==> src/rtl/dts_pkg.sv <==
package dts_pkg;

    typedef enum logic [1:0] {
        MODE_STUCK = 2'b00,
        MODE_LOC   = 2'b01,
        MODE_LOS   = 2'b10,
        MODE_ALT   = 2'b11
    } test_mode_e;

    typedef enum logic [3:0] {
        ST_IDLE,
        ST_SHIFT,
        ST_SETTLE,
        ST_ARM,
        ST_LSHIFT,
        ST_LAUNCH,
        ST_CAPT,
        ST_COOL,
        ST_SCAP,
        ST_DONE
    } seq_state_e;

    typedef struct packed {
        logic scan_en;
        logic pulse;
        logic fast;
        logic done;
    } drive_t;

    function automatic logic is_stuck(test_mode_e m);
        return (m == MODE_STUCK) || (m == MODE_ALT);
    endfunction

    function automatic logic is_skewed(test_mode_e m);
        return m == MODE_LOS;
    endfunction

    // Number of slow load pulses for a given style and chain length.
    function automatic int unsigned slow_loads(test_mode_e m, int unsigned len);
        if (is_skewed(m))
            return (len == 0) ? 0 : len - 1;
        return len;
    endfunction

endpackage

==> src/rtl/dts_slow_div.sv <==
module dts_slow_div #(
    parameter int DIV = 4
) (
    input  logic clk,
    input  logic rst,
    input  logic run,
    output logic tick
);
    localparam int DW = (DIV > 1) ? $clog2(DIV) : 1;

    generate
        if (DIV <= 1) begin : g_every
            assign tick = run;
        end else begin : g_count
            localparam logic [DW-1:0] LAST = DW'(DIV - 1);
            logic [DW-1:0] cnt;

            always_ff @(posedge clk) begin
                if (rst || !run)
                    cnt <= '0;
                else if (cnt == LAST)
                    cnt <= '0;
                else
                    cnt <= cnt + 1'b1;
            end

            assign tick = run && (cnt == LAST);
        end
    endgenerate
endmodule

==> src/rtl/dts_shift_cnt.sv <==
module dts_shift_cnt #(
    parameter int W = 8
) (
    input  logic         clk,
    input  logic         rst,
    input  logic         load,
    input  logic [W-1:0] load_val,
    input  logic         dec,
    output logic         last
);
    logic [W-1:0] remaining;

    always_ff @(posedge clk) begin
        if (rst)
            remaining <= '0;
        else if (load)
            remaining <= load_val;
        else if (dec && remaining != '0)
            remaining <= remaining - 1'b1;
    end

    assign last = (remaining == W'(1));
endmodule

==> src/rtl/dts_ctrl.sv <==
module dts_ctrl
    import dts_pkg::*;
#(
    parameter int LEN_W = 8
) (
    input  logic             clk,
    input  logic             rst,
    input  logic             start,
    input  test_mode_e       mode,
    input  logic [LEN_W-1:0] chain_len,
    input  logic             tick,
    input  logic             cnt_last,
    output logic             cnt_load,
    output logic [LEN_W-1:0] cnt_val,
    output logic             cnt_dec,
    output logic             div_run,
    output drive_t           drv
);
    seq_state_e state, nxt;
    test_mode_e mode_q;
    logic       stuck_q, skew_q;

    assign stuck_q = is_stuck(mode_q);
    assign skew_q  = is_skewed(mode_q);
    assign cnt_val = LEN_W'(slow_loads(mode, 32'(chain_len)));

    always_ff @(posedge clk) begin
        if (rst) begin
            state  <= ST_IDLE;
            mode_q <= MODE_STUCK;
        end else begin
            state <= nxt;
            if (state == ST_IDLE && start)
                mode_q <= mode;
        end
    end

    always_comb begin
        nxt      = state;
        drv      = '0;
        cnt_load = 1'b0;
        cnt_dec  = 1'b0;
        div_run  = 1'b0;
        unique case (state)
            ST_IDLE: begin
                if (start) begin
                    cnt_load = 1'b1;
                    if (cnt_val != '0)
                        nxt = ST_SHIFT;
                    else if (is_stuck(mode))
                        nxt = ST_SCAP;
                    else
                        nxt = ST_SETTLE;
                end
            end
            ST_SHIFT: begin
                div_run     = 1'b1;
                drv.scan_en = 1'b1;
                drv.pulse   = tick;
                cnt_dec     = tick;
                if (tick && cnt_last)
                    nxt = stuck_q ? ST_SCAP : ST_SETTLE;
            end
            ST_SETTLE: begin
                drv.scan_en = skew_q;
                nxt         = ST_ARM;
            end
            ST_ARM: begin
                drv.fast    = 1'b1;
                drv.scan_en = skew_q;
                nxt         = skew_q ? ST_LSHIFT : ST_LAUNCH;
            end
            ST_LSHIFT: begin
                drv.fast    = 1'b1;
                drv.pulse   = 1'b1;
                drv.scan_en = 1'b1;
                nxt         = ST_CAPT;
            end
            ST_LAUNCH: begin
                drv.fast  = 1'b1;
                drv.pulse = 1'b1;
                nxt       = ST_CAPT;
            end
            ST_CAPT: begin
                drv.fast  = 1'b1;
                drv.pulse = 1'b1;
                nxt       = ST_COOL;
            end
            ST_COOL: begin
                drv.fast = 1'b1;
                nxt      = ST_DONE;
            end
            ST_SCAP: begin
                div_run   = 1'b1;
                drv.pulse = tick;
                if (tick)
                    nxt = ST_DONE;
            end
            ST_DONE: begin
                drv.done = 1'b1;
                nxt      = ST_IDLE;
            end
            default: nxt = ST_IDLE;
        endcase
    end
endmodule

==> src/rtl/delay_test_seq.sv <==
module delay_test_seq
    import dts_pkg::*;
#(
    parameter int LEN_W = 8,
    parameter int DIV   = 4
) (
    input  logic             clk,
    input  logic             rst,
    input  logic             start_i,
    input  logic [1:0]       mode_i,
    input  logic [LEN_W-1:0] chain_len_i,
    output logic             scan_en_o,
    output logic             clk_en_o,
    output logic             fast_sel_o,
    output logic             done_o
);
    logic             tick, cnt_last, cnt_load, cnt_dec, div_run;
    logic [LEN_W-1:0] cnt_val;
    drive_t           drv;

    dts_slow_div #(.DIV(DIV)) div_i (
        .clk  (clk),
        .rst  (rst),
        .run  (div_run),
        .tick (tick)
    );

    dts_shift_cnt #(.W(LEN_W)) cnt_i (
        .clk      (clk),
        .rst      (rst),
        .load     (cnt_load),
        .load_val (cnt_val),
        .dec      (cnt_dec),
        .last     (cnt_last)
    );

    dts_ctrl #(.LEN_W(LEN_W)) ctrl_i (
        .clk       (clk),
        .rst       (rst),
        .start     (start_i),
        .mode      (test_mode_e'(mode_i)),
        .chain_len (chain_len_i),
        .tick      (tick),
        .cnt_last  (cnt_last),
        .cnt_load  (cnt_load),
        .cnt_val   (cnt_val),
        .cnt_dec   (cnt_dec),
        .div_run   (div_run),
        .drv       (drv)
    );

    assign scan_en_o  = drv.scan_en;
    assign clk_en_o   = drv.pulse;
    assign fast_sel_o = drv.fast;
    assign done_o     = drv.done;
endmodule

==> config.mk <==
export PLATFORM = sky130hd
export DESIGN_NAME = delay_test_seq
export DESIGN_NICKNAME = d
export VERILOG_FILES = /design/src/rtl/dts_pkg.sv /design/src/rtl/dts_slow_div.sv /design/src/rtl/dts_shift_cnt.sv /design/src/rtl/dts_ctrl.sv /design/src/rtl/delay_test_seq.sv
export SDC_FILE = /design/constraint.sdc
export NUM_CORES = 1
export LEC_CHECK = 0
export BUFFER_PORTS_ARGS = -buffer_cell sky130_fd_sc_hd__buf_2
export CAP_MARGIN = 20
export CELL_PAD_IN_SITES_DETAIL_PLACEMENT = 1
export CELL_PAD_IN_SITES_GLOBAL_PLACEMENT = 2
export CORE_UTILIZATION = 33
export DETAILED_ROUTE_END_ITERATION = 10
export GPL_TIMING_DRIVEN = 0
export PLACE_DENSITY_LB_ADDON = 0.1
export SYNTH_ARGS = -nofsm -noshare
export SYNTH_HDL_FRONTEND = slang
export SYNTH_SLANG_ARGS = --single-unit
export TNS_END_PERCENT = 100
==> constraint.sdc <==
create_clock -name clk -period 2.75 [get_ports clk]
set_clock_uncertainty 0.15 [all_clocks]
set_input_delay 0.1375 -clock clk [delete_from_list [all_inputs] [get_ports clk]]
set_output_delay 0.1375 -clock clk [all_outputs]
set_load 0.03 [all_outputs]
Word-level counts from Yosys, hierarchy flattened
Cells that the tools add are included.
{"block": "word_totals", "reg_bits": 16, "inputBits": 13, "out_inout_bits": 4, "elab_cells": 70}
{"block": "classes", "addsub": 3, "eq_ne": 18, "mux": 22, "n_reduce_logical": 23}
{"cell": "$mux W8", "count": 5}
{"cell": "$pmux W4 S8", "count": 1}
{"cell": "$mux W4", "count": 6}
{"cell": "$eq A4 B3 Y1 const B", "count": 4}
{"cell": "$reduce_bool A8 Y1", "count": 2}
{"cell": "$sub A8 B1 Y8 const B", "count": 2}
{"cell": "$eq A2 B2 Y1 const B", "count": 5}
{"cell": "$reduce_or A2 Y1", "count": 5}
{"cell": "$eq A4 B2 Y1 const B", "count": 2}
{"cell": "$eq A4 B4 Y1 const B", "count": 2}
{"cell": "$eq A8 B1 Y1 const B", "count": 1}
{"cell": "$logic_not A8 Y1", "count": 1}
{"cell": "$mux W1", "count": 8}
{"cell": "$reduce_or A5 Y1", "count": 1}
{"cell": "$eq A4 B1 Y1 const B", "count": 1}
{"cell": "$logic_and A1 B1 Y1", "count": 4}
{"cell": "$logic_not A2 Y1", "count": 2}
{"cell": "$logic_not A4 Y1", "count": 1}
{"cell": "$ne A2 B1 Y1 const B", "count": 2}
{"cell": "$pmux W1 S2", "count": 2}
{"cell": "$logic_or A1 B1 Y1", "count": 3}
{"cell": "$reduce_and A3 Y1", "count": 1}
{"cell": "$reduce_or A3 Y1", "count": 1}
{"cell": "$add A2 B1 Y2 const B", "count": 1}
{"cell": "other kinds (3)", "count": 3}

Longest topological paths before layout
Gate-level depths: netlist of the first run.
{"block": "depth", "depth_word": 8, "depth_mapped": 8, "depth_no_buf": 7}

Hierarchy
Synthesis of the first run repeated with hierarchy kept, for this count alone.
{"block": "unflattened", "cells_unflattened": 183, "hier_area_um2": 1432.6}
{"module": "dts_ctrl", "instances": 1, "cells_per_inst": 118, "area_per_inst_um2": 822.0, "seq_area_each_um2": 120.1}
{"module": "dts_shift_cnt", "instances": 1, "cells_per_inst": 59, "area_per_inst_um2": 524.3, "seq_area_each_um2": 160.2}
{"module": "dts_slow_div", "instances": 1, "cells_per_inst": 6, "area_per_inst_um2": 86.3, "seq_area_each_um2": 40.0}

Worst setup path after synthesis of the first run
OpenSTA, ideal clock, no wires.
{"block": "synth_path", "path_kind": "register -> register", "startpoint": "register cnt_i.remaining[2]", "endpoint": "register ctrl_i.state[0]", "setup_time_ps": 128, "arrival_time_ps": 1657, "required_time_ps": 2472, "path_slack_ps": 815, "path_stages_with_launch": 6, "n_path_buf": 0, "period_less_slack_ps": 1935, "path_cell_list": "dfxtp_1 -> or4_4 -> nor4_2 -> nor2_1 -> a2111oi_2 -> a21oi_1"}
{"block": "synth_between", "elab_chain_cells": 4}
{"item": "from (decl)", "line_no": "dts_shift_cnt.sv:11", "source": "logic [W-1:0] remaining;"}
{"item": "from (signal assigned)", "line_no": "dts_shift_cnt.sv:17", "source": "remaining <= load_val;"}
{"item": "from (signal assigned)", "line_no": "dts_shift_cnt.sv:19", "source": "remaining <= remaining - 1'b1;"}
{"item": "$eq A8 B1 Y1", "line_no": "dts_shift_cnt.sv:22", "source": "assign last = (remaining == W'(1));"}
{"item": "$logic_and A1 B1 Y1", "line_no": "dts_ctrl.sv:61", "source": "if (tick && cnt_last)"}
{"item": "$ne A2 B1 Y1 (no line)"}
{"item": "$reduce_and A3 Y1 (no line)"}
{"item": "to (signal assigned)", "line_no": "dts_ctrl.sv:32", "source": "state <= nxt;"}
{"item": "to (decl)", "line_no": "dts_ctrl.sv:19", "source": "seq_state_e state, nxt;"}
No other way between the ends.
A chain may end at the register's enable or synchronous reset.

Final worst setup path of the first run
{"block": "layout_path", "startpoint": "input port mode_i[0]", "endpoint": "register ctrl_i.state[3]"}
{"block": "layout_between", "elab_chain_cells": 7, "elab_cells_between_ends": 12, "cone_classes": "eq/ne: 2; mux: 7; reduce/logical: 3"}
{"item": "from (decl)", "line_no": "delay_test_seq.sv:10", "source": "input logic [1:0] mode_i,"}
{"item": "$eq A2 B2 Y1", "line_no": "dts_pkg.sv:35", "source": "return m == MODE_LOS;"}
{"item": "$mux W8 or $mux W1 (tied branches)", "line_no": "dts_pkg.sv:40", "source": "if (is_skewed(m))"}
{"item": "$mux W8", "line_no": "dts_pkg.sv:42", "source": "return len;"}
{"item": "$reduce_bool A8 Y1", "line_no": "dts_ctrl.sv:48", "source": "if (cnt_val != '0)"}
{"item": "$mux W4 *", "line_no": "dts_ctrl.sv:48"}
{"item": "$mux W4 *", "line_no": "dts_ctrl.sv:46", "source": "if (start) begin"}
{"item": "$pmux W4 S8 *", "line_no": "dts_ctrl.sv:44", "source": "unique case (state)"}
Every way passes the cells marked *; elsewhere a longest branch is shown, timed or not. The select of a mux whose other input is x is not followed.

==> results.json, run 1 <==
{
  "htreeDepth": 1,
  "syn2layout_area_growth_pct": 14.5,
  "antenna_left": 0,
  "clockBufferDepth": 2,
  "critPathSlowestCell": "dlygate4sd3_1",
  "wl_per_cell_um": 15.8,
  "tritoncts": "done",
  "final_util": 0.397,
  "clkTransAtPathRegs_ps": 70,
  "max_freq_ghz": 0.406,
  "setup_violations": 0,
  "ys_top_cells_by_count": "nor2_1 (18), nand2_1 (17), dfxtp_1 (16)",
  "synth_area_leaders": "dfxtp_1 (23%), ha_1 (5.4%), nor2_1 (4.8%)",
  "die_area_mm2": 0.00450,
  "routed_wl_um": 4020,
  "die-width_um": 67.1,
  "hold_violations": 0,
  "yosysTopAreaCell": "dfxtp_1",
  "ys_seq_area_frac": 0.229,
  "drive_above_1_share": 0.162,
  "clockRootBuffer": "clkbuf_8",
  "fin_area_mm2": 0.00160,
  "worstSetupStartpointType": "primary input",
  "synthDistinctLibCells": 60,
  "rows": 23,
  "leakagePower_nw": 0.640,
  "crit_top_cell": "buf_2",
  "synthArstFlopShare": 0,
  "port_buffers": 15,
  "first_global_vias": 1442,
  "drtPass1Iterations": 4,
  "grt_pass1_wl_um": 6760,
  "coreArea_mm2": 0.00403,
  "arrival_ps": 2510,
  "rsz0062_at_grt": "no",
  "finalPower_mw": 1.26,
  "placed_cell_area_mm2": 0.00154,
  "ys_ff_latch": 16,
  "syn_nets": 203,
  "synth.most_common_cell": "nor2_1",
  "gp_congestion": 0.812,
  "fin_nets": 224,
  "fin_crit_ps": 2460,
  "peakVddDrop_mv": 0.320,
  "n_antenna_cell": 0,
  "crit_chain": "dlygate4sd3_1, buf_2, inv_1, ha_1, buf_2, nor4b_2, nand2_1, a211o_1, a211oi_2, a41o_1",
  "detailedPlace.worstSlack_ps": 595,
  "power_density_mw_per_mm2": 788,
  "yosysWarnings": 0,
  "synth_edf_count": 0,
  "fillers": 522,
  "numCtsBuffers": 3,
  "hp-class": "in2reg",
  "endpoint_kind": "flop",
  "grt_max_degree": 11,
  "setup_tns_ps": 0,
  "start_util": 0.347,
  "maxSlewViolCount": 0,
  "grt-ovfl-total": 0,
  "synth_cells": 184,
  "track_usage": 0.202,
  "grt_antenna_before_repair": 0,
  "synth_top_cell_area_share": 0.229,
  "setup_ws_ps": 288,
  "cp_slowest_stage_delay_ps": 530,
  "syn_area_per_cell_um2": 7.60,
  "fp.dieH_um": 67.1,
  "cap_violations": 0,
  "viasPerCell": 5.61,
  "dp.final_hpwl_um": 3230,
  "drc": 0,
  "clock-sinks": 16,
  "worst_pin_slew_ps": 586,
  "worstSetupPathType": "in2reg",
  "routed-via-count": 1426,
  "status": "completed",
  "ys.flop_type": "dfxtp_1",
  "worstPathMaxFanout": 10,
  "clock_latency_ps": 260,
  "drt_iter0_markers": 55,
  "relSlewSlack": 0.606,
  "io_pins": 17,
  "netlist_area_mm2": 0.00140,
  "fin_crit_sh": 0.895,
  "cp.required_ps": 2800,
  "postCtsSetupBuffers": 0
}
[layer usage]
layer / vias up / wire [µm] / GRT usage
met5: - / 0 / 0
met4: 0 / 64 / 0.0612
met3: 6 / 98 / 0.0205
met2: 19 / 1950 / 0.364
met1: 681 / 1900 / 0.248
li1: 720 / - / -
[area by class of cell]
type / instances / area, µm² / area share
multi-input combinational: 146 / 992 / 0.620
sequential: 16 / 320 / 0.200
timing repair buffer: 16 / 85.1 / 0.0532
tap: 50 / 62.6 / 0.0391
clock buffer: 4 / 55.1 / 0.0344
inverter: 12 / 45.0 / 0.0281
buffer: 10 / 40.0 / 0.0250
[sequential cells by signal (all words and copies together), names as in the netlist]
register / cells
cnt_i.remaining: 8
ctrl_i.state: 4
ctrl_i.mode_q: 2
div_i.g_count.cnt: 2
[timing repair]
action | in CTS | in global routing
hold endpoints to repair | 1 | 0
hold buffers | 1 | 0
gates resized for setup | 0 | 0
[path summary, 6_finish.rpt]
kind                                        start                              end  slack (ps)  cells past startpoint
hold / removal                          mode_i[1]    ctrl_i.mode_q[1]$_SDFFE_PP0P_           8                      3
setup / recovery                        mode_i[0]     ctrl_i.state[3]$_SDFFE_PP0P_         290                     10
setup reg to reg  cnt_i.remaining[2]$_SDFFE_PP0P_     ctrl_i.state[0]$_SDFFE_PP0P_         560                      5
hold reg to reg   div_i.g_count.cnt[0]$_SDFF_PP0_  div_i.g_count.cnt[0]$_SDFF_PP0_         270                      1
[logic make-up after synthesis]
group                    synth area share
buffers and inverters              0.0609
adder cells (fa/ha/maj)            0.0537
XOR/XNOR                           0.0439
AO/OA/AOI/OAI                       0.267
multiplexers                       0.0179
AND/OR/NAND/NOR                     0.328
flip-flops                          0.229
[power breakdown]
group | internal, mW | switching [mW]
combinational | 0.260 | 0.419
clock | 0.127 | 0.0943
sequential | 0.297 | 0.0636
total | 0.684 | 0.577
[worst max-delay path: cells and delay by family]
| family | cells | cell delay, ps |
|---|---|---|
| adders and majority gates | 1 | 140 |
| buffers and inverters | 4 | 910 |
| and+or+nand+nor | 2 | 470 |
| AOI/OAI and AO/OA | 3 | 850 |
[layout by cell type (no fill, tap or decap), types with 2 or more instances in the layout]
cell type and count:
buf_2 17, nand2b_1 2, xnor2_1 4, dfxtp_1 16, o22ai_1 2, and3b_1 2
clkbuf_8 4, xor2_1 3, a221oi_1 2, and3_1 3, nand4_1 2, a21oi_1 9
ha_1 6, a211oi_1 2, nand3_1 5, nor2_1 18, or4b_1 2, inv_1 12
or3_1 3, nor3_1 7, and2_1 2, o21ai_0 8, nand2_1 17, nor4_1 3
o211a_1 2, a211o_1 2, a41o_1 2, clkbuf_1 7, a21oi_2 2, nor2b_1 4
nand3b_1 3
[through the flow]
step           hold slack, ps  instances
2_1_floorplan             123        184
3_3_place_gp              249        249
3_5_place_dp              267        249
4_1_cts                  10.7        254
5_1_grt                  26.5        254
6_report                 8.45        254
Note: power is estimated with default switching activity, not from simulation.
==> run 2, diff against run 1 <==
CORE_UTILIZATION = 36   (was 33)
clock period = 2.89 ns   (was 2.75 ns; I/O delays follow)
==> results.json, run 2 (same netlist as run 1, synthesis figures left out) <==
{
  "status": "completed",
  "drtPass1Iterations": 4,
  "hold_violations": 0,
  "track_usage": 0.203,
  "most-common-layout-cells": "nor2_1 (18), buf_2 (17), nand2_1 (17)",
  "setup_tns_ps": 0,
  "grt_pass1_wl_um": 6570,
  "postCtsSetupBuffers": 0,
  "routed-via-count": 1413,
  "fin_crit_ps": 2210,
  "dp.final_hpwl_um": 3050,
  "grt_max_degree": 11,
  "worstSetupPathType": "reg2reg",
  "relSlewSlack": 0.582,
  "arrival_ps": 2180,
  "routed_wl_um": 3830,
  "rows": 22,
  "max_freq_ghz": 0.452,
  "worstPathMaxFanout": 7,
  "viasPerCell": 5.63,
  "coreArea_mm2": 0.00369,
  "reg.largest.list": "cnt_i.remaining x8, ctrl_i.state x4",
  "die-width_um": 64.3,
  "fp.dieH_um": 64.3,
  "placed_cell_area_mm2": 0.00153,
  "clkTransAtPathRegs_ps": 60,
  "worstSetupStartpointType": "flop",
  "antenna_left": 0,
  "fin_crit_sh": 0.765,
  "cp.required_ps": 2860,
  "postCtsHoldBufs": 0,
  "power_density_mw_per_mm2": 747,
  "peakVddDrop_mv": 0.334,
  "setup_violations": 0,
  "grt_antenna_before_repair": 0,
  "rrSetupSlack_ps": 680,
  "leakagePower_nw": 0.635,
  "max_flop_register": "cnt_i.remaining",
  "placed_cells": 247,
  "tritoncts": "done",
  "drc": 0,
  "start_util": 0.379,
  "grt-ovfl-total": 0,
  "drive_above_1_share": 0.163,
  "fillers": 484,
  "first_global_vias": 1443,
  "fin_area_mm2": 0.00159,
  "clockBufferDepth": 2,
  "multi_input_area_um2": 992,
  "cap_violations": 0,
  "numCtsBuffers": 3,
  "clock_latency_ps": 250,
  "rsz0062_at_grt": "no",
  "hp-class": "in2reg",
  "port_buffers": 15,
  "n_antenna_cell": 0,
  "clock-sinks": 16,
  "clockRootBuffer": "clkbuf_8",
  "wl_per_cell_um": 15.3,
  "htreeDepth": 1,
  "instances_no_fill": 251,
  "maxSlewViolCount": 0,
  "final_common_cell": "nor2_1",
  "largest_reg_flops": 8,
  "endpoint_kind": "flop",
  "die_area_mm2": 0.00414,
  "cts_resized": 0,
  "worst_pin_slew_ps": 623,
  "syn2layout_area_growth_pct": 13.6,
  "fin_nets": 223,
  "io_pins": 17,
  "gp_congestion": 0.812,
  "final-seq-area_um2": 320,
  "drt_iter0_markers": 34
}
[run 2: cell count changes in the layout (fill, tap and decap cells not counted)]
cell	previous run	this run
dlygate4sd3_1	1	0
[run 2: critical path: stages, from the launching register on]
cell       delay, ps
dfxtp_1          370
or4_4            570
nor4_2           360
nor2_1           140
a2111oi_2        380
a21oi_1          110
[run 2: final timing paths]
path                                         from  cells past startpoint                              end
setup / recovery  cnt_i.remaining[2]$_SDFFE_PP0P_                      5     ctrl_i.state[0]$_SDFFE_PP0P_
hold / removal                          mode_i[0]                      3    ctrl_i.mode_q[0]$_SDFFE_PP0P_
setup reg to reg  cnt_i.remaining[2]$_SDFFE_PP0P_                      5     ctrl_i.state[0]$_SDFFE_PP0P_
hold reg to reg   div_i.g_count.cnt[0]$_SDFF_PP0_                      1  div_i.g_count.cnt[0]$_SDFF_PP0_
[run 2: final cells by class]
cell class	instances	area share
plain buffers	10	0.0252
clock buffers	4	0.0347
inverters	12	0.0284
multi-input cells	146	0.625
flip-flops and latches	16	0.202
well taps	48	0.0378
repair buffers	15	0.0473
[run 2: routing by layer]
| metal | GRT usage | part of all wire |
|---|---|---|
| met5 | 0 | 0 |
| met4 | 0.0667 | 0.0081 |
| met3 | 0.0375 | 0.031 |
| met2 | 0.359 | 0.49 |
| met1 | 0.244 | 0.47 |
[run 2: per-stage QoR]
stage               total power, mW  hold WS, ps  setup WS, ps  utilization
floorplan                     0.823          130           955            -
global placement              0.966          255           762        0.416
detailed placement            0.987          266           712        0.416
CTS                            1.20        0.442           698        0.430
global route                   1.30         17.3           594        0.430
finish                         1.19         3.11           679        0.430
[run 2: power by group]
part / leakage [nW] / total [mW] / internal, mW / switching (mW)
combinational: 0.475 / 0.642 / 0.247 / 0.396
sequential: 0.131 / 0.340 / 0.283 / 0.0576
clock: 0.0288 / 0.204 / 0.121 / 0.0827
total: 0.635 / 1.19 / 0.650 / 0.536
